$ cat src/rtl/uart_rx_gate.sv
module uart_rx_gate #(
  parameter int OVS = 16,
  parameter int DW  = 9
) (
  input  logic          clk,
  input  logic          rst_n,
  input  logic          baud_tick,
  input  logic          rx_pin,
  input  logic          tx_loop,
  input  logic          cfg_inv,
  input  logic          cfg_loop,
  input  logic          cfg_nine,
  input  logic          cfg_par_en,
  input  logic          cfg_par_odd,
  input  logic          cfg_mp_en,
  input  logic          cfg_mp_addr,
  input  logic          cfg_sf_en,
  input  logic [DW-1:0] cfg_sf_word,
  input  logic          cfg_err_gate,
  input  logic          cmd_block_set,
  input  logic          cmd_block_clr,
  input  logic          cmd_req_on,
  input  logic          flags_clr,
  input  logic          buf_pop,
  output logic [DW-1:0] buf_data,
  output logic          buf_valid,
  output logic          req_data,
  output logic          blocked,
  output logic          addr_seen,
  output logic          parity_err,
  output logic          frame_err,
  output logic          overflow
);
  localparam int CW = $clog2(OVS);
  localparam int BW = $clog2(DW + 1);
  localparam logic [CW-1:0] MID  = CW'(OVS / 2 - 1);
  localparam logic [CW-1:0] LAST = CW'(OVS - 1);

  typedef enum logic [2:0] {S_IDLE, S_START, S_DATA, S_PAR, S_STOP} rx_state_t;

  rx_state_t      st;
  logic [1:0]     sync;
  logic [CW-1:0]  cnt;
  logic [BW-1:0]  bit_n;
  logic [DW-1:0]  shreg;
  logic           pbit, armed, req_en;

  wire line   = (cfg_loop ? tx_loop : rx_pin) ^ cfg_inv;
  wire rxs    = sync[1];
  wire at_end = baud_tick && cnt == LAST;
  wire fin    = at_end && st == S_STOP;
  wire [BW-1:0] last_bit = cfg_nine ? BW'(DW - 1) : BW'(DW - 2);

  wire [DW-1:0] word = cfg_nine ? shreg : {1'b0, shreg[DW-1:1]};
  wire par_exp  = cfg_par_odd ? ~^word : ^word;
  wire perr_now = cfg_par_en && (pbit != par_exp);
  wire ferr_now = !rxs;
  wire err_now  = perr_now || ferr_now;
  wire addr_hit = cfg_mp_en && cfg_nine && (word[DW-1] == cfg_mp_addr);
  wire sf_hit   = cfg_sf_en && (word == cfg_sf_word);
  wire accept   = fin && (!blocked || addr_hit || sf_hit);
  wire room     = !buf_valid || buf_pop;

  assign req_data = buf_valid && req_en;

  always_ff @(posedge clk or negedge rst_n)
    if (!rst_n) sync <= 2'b11;
    else        sync <= {sync[0], line};

  always_ff @(posedge clk or negedge rst_n) begin
    if (!rst_n) begin
      st <= S_IDLE; cnt <= '0; bit_n <= '0; shreg <= '0; pbit <= 1'b0; armed <= 1'b0;
    end else if (baud_tick) begin
      case (st)
        S_IDLE:
          if (rxs) armed <= 1'b1;
          else if (armed) begin st <= S_START; cnt <= '0; end
        S_START:
          if (cnt == MID) begin
            cnt <= '0; bit_n <= '0;
            st  <= rxs ? S_IDLE : S_DATA;
          end else cnt <= cnt + 1'b1;
        S_DATA:
          if (at_end) begin
            cnt   <= '0;
            shreg <= {rxs, shreg[DW-1:1]};
            bit_n <= bit_n + 1'b1;
            if (bit_n == last_bit) st <= cfg_par_en ? S_PAR : S_STOP;
          end else cnt <= cnt + 1'b1;
        S_PAR:
          if (at_end) begin cnt <= '0; pbit <= rxs; st <= S_STOP; end
          else cnt <= cnt + 1'b1;
        S_STOP:
          if (at_end) begin cnt <= '0; armed <= 1'b0; st <= S_IDLE; end
          else cnt <= cnt + 1'b1;
        default: st <= S_IDLE;
      endcase
    end
  end

  always_ff @(posedge clk or negedge rst_n) begin
    if (!rst_n) begin
      buf_data <= '0; buf_valid <= 1'b0;
    end else if (accept && room) begin
      buf_data <= word; buf_valid <= 1'b1;
    end else if (buf_pop) begin
      buf_valid <= 1'b0;
    end
  end

  always_ff @(posedge clk or negedge rst_n) begin
    if (!rst_n)                 blocked <= 1'b0;
    else if (cmd_block_clr)     blocked <= 1'b0;
    else if (cmd_block_set)     blocked <= 1'b1;
    else if (fin && sf_hit)     blocked <= 1'b0;
  end

  always_ff @(posedge clk or negedge rst_n) begin
    if (!rst_n)                           req_en <= 1'b1;
    else if (fin && err_now && cfg_err_gate) req_en <= 1'b0;
    else if (cmd_req_on)                  req_en <= 1'b1;
  end

  always_ff @(posedge clk or negedge rst_n) begin
    if (!rst_n) begin
      addr_seen <= 1'b0; parity_err <= 1'b0; frame_err <= 1'b0; overflow <= 1'b0;
    end else if (flags_clr) begin
      addr_seen <= 1'b0; parity_err <= 1'b0; frame_err <= 1'b0; overflow <= 1'b0;
    end else begin
      if (fin && addr_hit)  addr_seen  <= 1'b1;
      if (fin && perr_now)  parity_err <= 1'b1;
      if (fin && ferr_now)  frame_err  <= 1'b1;
      if (accept && !room)  overflow   <= 1'b1;
    end
  end
endmodule

$ cat config.mk
export PLATFORM = sky130hd
export DESIGN_NAME = uart_rx_gate
export DESIGN_NICKNAME = d
export VERILOG_FILES = /design/src/rtl/uart_rx_gate.sv
export SDC_FILE = /design/constraint.sdc
export NUM_CORES = 1
export LEC_CHECK = 0
export ABC_CLOCK_PERIOD_IN_PS = 2000
export BUFFER_PORTS_ARGS = -buffer_cell sky130_fd_sc_hd__buf_2
export CAP_MARGIN = 20
export CORE_MARGIN = 1.5
export CORE_UTILIZATION = 50
export DETAILED_ROUTE_END_ITERATION = 16
export GPL_TIMING_DRIVEN = 1
export PLACE_DENSITY = 0.79
export SYNTH_ARGS = -nofsm -noshare
export SYNTH_HDL_FRONTEND = slang
export SYNTH_SLANG_ARGS = --single-unit
$ cat constraint.sdc
create_clock -name clk -period 2 [get_ports clk]
set_input_delay 0.3 -clock clk [delete_from_list [all_inputs] [get_ports clk]]
set_output_delay 0.3 -clock clk [all_outputs]
set_load 0.05 [all_outputs]
==> flow_metrics.env <==
export IMPL_rows=24
export IMPL_insertion_delay_ps=290
export IMPL_grt_pass1_vias=1903
export IMPL_postSynthCellCount=219
export IMPL_worst_pin_slew_ps=502
export IMPL_synth_area_um2=2320
export IMPL_finalWeightedCongestion=0.797
export IMPL_fin_worst_skew_ps=5.69
export IMPL_fin_setup_tns_ps=-97.2
export IMPL_drive_above_1_share_pct=40.3
export IMPL_fill_cells=324
export IMPL_antenna_found_initial=0
export IMPL_n_antenna_cell=0
export IMPL_first_pass_iters=4
export IMPL_port_buffer_count=43
export IMPL_finalCoreUtilization_pct=67.7
export IMPL_hp_class="in -> async"
export IMPL_worst_slew_margin_rel_pct=66.6
export IMPL_min_period_over_period_pct=101
export IMPL_via_per_inst=5.54
export IMPL_regToRegStartpoint="shreg[3]"
export IMPL_wl_per_cell_um=15.1
export IMPL_tritoncts="done"
export IMPL_pin_count=44
export IMPL_yosysWarnings=0
export IMPL_synth_cell_types=47
export IMPL_finalNetCount=322
export IMPL_synth_async_sr_flop_share_pct=100
export IMPL_timing_final_ws_setup_ps=-25.0
export IMPL_synth_main_ff_cell="dfrtp_1"
export IMPL_core_area_um2=4410
export IMPL_start_kind="flip-flop"
export IMPL_pwr_share_clk_pct=24.7
export IMPL_period_minus_slack_ps=2020
export IMPL_r2r_cells=7
export IMPL_leakage_nw=1.46
export IMPL_clk_pin_slew_ps=70
export IMPL_first_iter_violations=206
export IMPL_wl_mm=5.20
export IMPL_ir_drop_mv=0.398
export IMPL_grt_usage_pct=21.8
export IMPL_htreeDepth=2
export IMPL_route_detailed_drc=0
export IMPL_clock_sinks=40
export IMPL_overflow=0
export IMPL_ys_seq_elements=40
export IMPL_grt_pass1_wl_mm=8.56
export IMPL_hold_viol=0
export IMPL_finalNonFillerCells=345
export IMPL_synth_edf_count=0
export IMPL_powerDensity_nw_per_um2=755
export IMPL_ys_seq_area_share_pct=43.3
export IMPL_crit_fanout=6
export IMPL_ys_top_cells_by_area="dfrtp_1, mux2i_1, mux2_2"
export IMPL_swShare_pct=31.3
export IMPL_crit_path_end="buf_data[7]"
export IMPL_setup_violations_final=5
export IMPL_netlist_area_leader_share_pct=39.9
export IMPL_p_int_w=0.00155
export IMPL_drv_slew=0
export IMPL_fmax_mhz=494
export IMPL_hpwl_mm=3.56
export IMPL_cp_arrival_ps=2210
export IMPL_area_growth_pct=28.7
export IMPL_grt_max_degree=41
export IMPL_violations="negative setup slack"
export IMPL_synth_area_leader_cell="dfrtp_1"
export IMPL_ff2ff_setup_slack_ps=-20
export IMPL_vias=1912
export IMPL_dp_cells=332
export IMPL_synth_avg_cell_area_um2=10.6
export IMPL_ant_nets=0
export IMPL_die_h_um=71.1
export IMPL_r2r_end="buf_data[7]"
export IMPL_cts_buffers=5
export IMPL_pwr_share_comb_pct=30.7
export IMPL_die_area_um2=5060
export IMPL_crit_start="shreg[3]"
export IMPL_power_frac_seq_pct=44.6
export IMPL_power_switching_w=0.000706
export IMPL_clk_root_buffer_cell="clkbuf_8"
export IMPL_die_w_um=71.1
export IMPL_cp_end_kind="flip-flop"
export IMPL_critPathKind="reg -> reg"
export IMPL_place_ws_ps=-188
export IMPL_ctsHoldBuffers=0
export IMPL_synth_nets=249
export IMPL_start_util_pct=52.6
export IMPL_cp_required_ps=2180
export IMPL_rsz0062_at_grt="true"
export IMPL_cts_max_path_buffers=2
export IMPL_hold_ws_ps=49.6
export IMPL_status="complete, but fails checks"
export IMPL_cap_viol_max_count=0
per-layer routing:
| metal | global-route usage [%] | wire (µm) | part of all wire, % | vias up |
|---|---|---|---|---|
| met5 | 0 | 0 | 0 | - |
| li1 | - | - | - | 925 |
| met4 | 9.01 | 61 | 1.2 | 0 |
| met3 | 5.98 | 254 | 4.9 | 7 |
| met1 | 26.0 | 2190 | 42 | 929 |
| met2 | 37.2 | 2700 | 52 | 51 |
power groups by stage:
| stage | Sequential [W] | Clock, W | Combinational (W) |
|---|---|---|---|
| 2_1_floorplan | 0.000978 | 0 | 0.000440 |
| 3_3_place_gp | 0.00101 | 0 | 0.000563 |
| 3_5_place_dp | 0.00101 | 0 | 0.000582 |
| 4_1_cts | 0.000990 | 0.000575 | 0.000645 |
| 5_1_grt | 0.00102 | 0.000611 | 0.000761 |
| 6_report | 0.00101 | 0.000558 | 0.000692 |
registers in the layout, summed over array words and instances (netlist names):
name        count
addr_seen       1
armed           1
bit_n           4
blocked         1
buf_data        9
buf_valid       1
cnt             4
frame_err       1
overflow        1
parity_err      1
pbit            1
req_en          1
shreg           9
st              3
sync            2
logic make-up (layout without fill, tap and decap cells):
logic type | Yosys count | in the layout | share of synthesized area, %
simple gates | 59 | 59 | 13.6
flops | 40 | 40 | 43.3
compound gates | 39 | 39 | 11.2
mux | 35 | 35 | 16.9
xor+xnor | 25 | 25 | 10.0
buf+inv | 18 | 92 | 3.50
fa+ha+maj | 3 | 3 | 1.51
synth_stat cells (2+ instances only):
cell	number
o211ai_1	2
buf_2	2
nor2_1	14
clkbuf_1	4
o21ai_0	11
nand3_1	8
dfstp_2	3
xnor2_1	16
inv_1	10
a21oi_1	8
ha_1	2
nor3_1	4
mux2_2	14
xor2_1	8
dfrtp_1	37
nor2b_1	3
a31oi_1	5
nand2_1	14
and4_1	2
and3_1	3
mux2_4	4
nand2b_1	3
mux2i_1	16
o31ai_1	3
worst min-delay path by stage:
| stage | from | to | depth (start not counted) |
|---|---|---|---|
| final | rst_n | shreg[0] | 2 |
| after global routing | rst_n | shreg[3] | 2 |
| after CTS | rst_n | buf_data[5] | 2 |
| after detailed placement | sync[0] | sync[1] | 0 |
| after global placement | sync[0] | sync[1] | 0 |
| after floorplan | rst_n | addr_seen | 0 |
cell type report:
| cell class | count | area [µm²] | area share, % |
|---|---|---|---|
| multi-input combinational | 161 | 1300 | 43.4 |
| tap | 52 | 65.1 | 2.18 |
| inverter | 10 | 37.5 | 1.26 |
| sequential | 40 | 1010 | 33.7 |
| timing repair buffer | 74 | 488 | 16.3 |
| clock buffer | 7 | 86.3 | 2.89 |
| clock inverter | 1 | 7.51 | 0.251 |
placed cells by master, fill, tap and decap left out, types with 7 or more instances in the layout:
| cell type | n |
|---|---|
| o21ai_0 | 11 |
| nand3_1 | 8 |
| mux2i_1 | 15 |
| buf_4 | 25 |
| mux2_2 | 14 |
| dfrtp_1 | 36 |
| xor2_1 | 8 |
| inv_1 | 10 |
| buf_2 | 43 |
| xnor2_1 | 13 |
| nor2_1 | 14 |
| nand2_1 | 14 |
| a21oi_1 | 7 |
what timing repair did:
item	in CTS	in global routing
gates resized for setup	8	9
setup buffers	3	2
endpoints found under the setup margin	10	13
pin swaps	6	5
worst max-delay path, cell delays in order (launching register included):
cell,delay [ps]
dfrtp_1,410
mux2i_2,230
xor2_1,200
and4_4,250
nand4b_4,120
a211oi_4,230
buf_6,170
mux2_4,300
per-stage QoR:
stage | total power (W) | instance area (µm²)
finish | 0.00226 | 2990
global route | 0.00239 | 2990
CTS | 0.00221 | 2940
detailed placement | 0.00159 | 2780
global placement | 0.00157 | 2780
floorplan | 0.00142 | 2330
No activity file was read; power rests on OpenSTA's default activity.
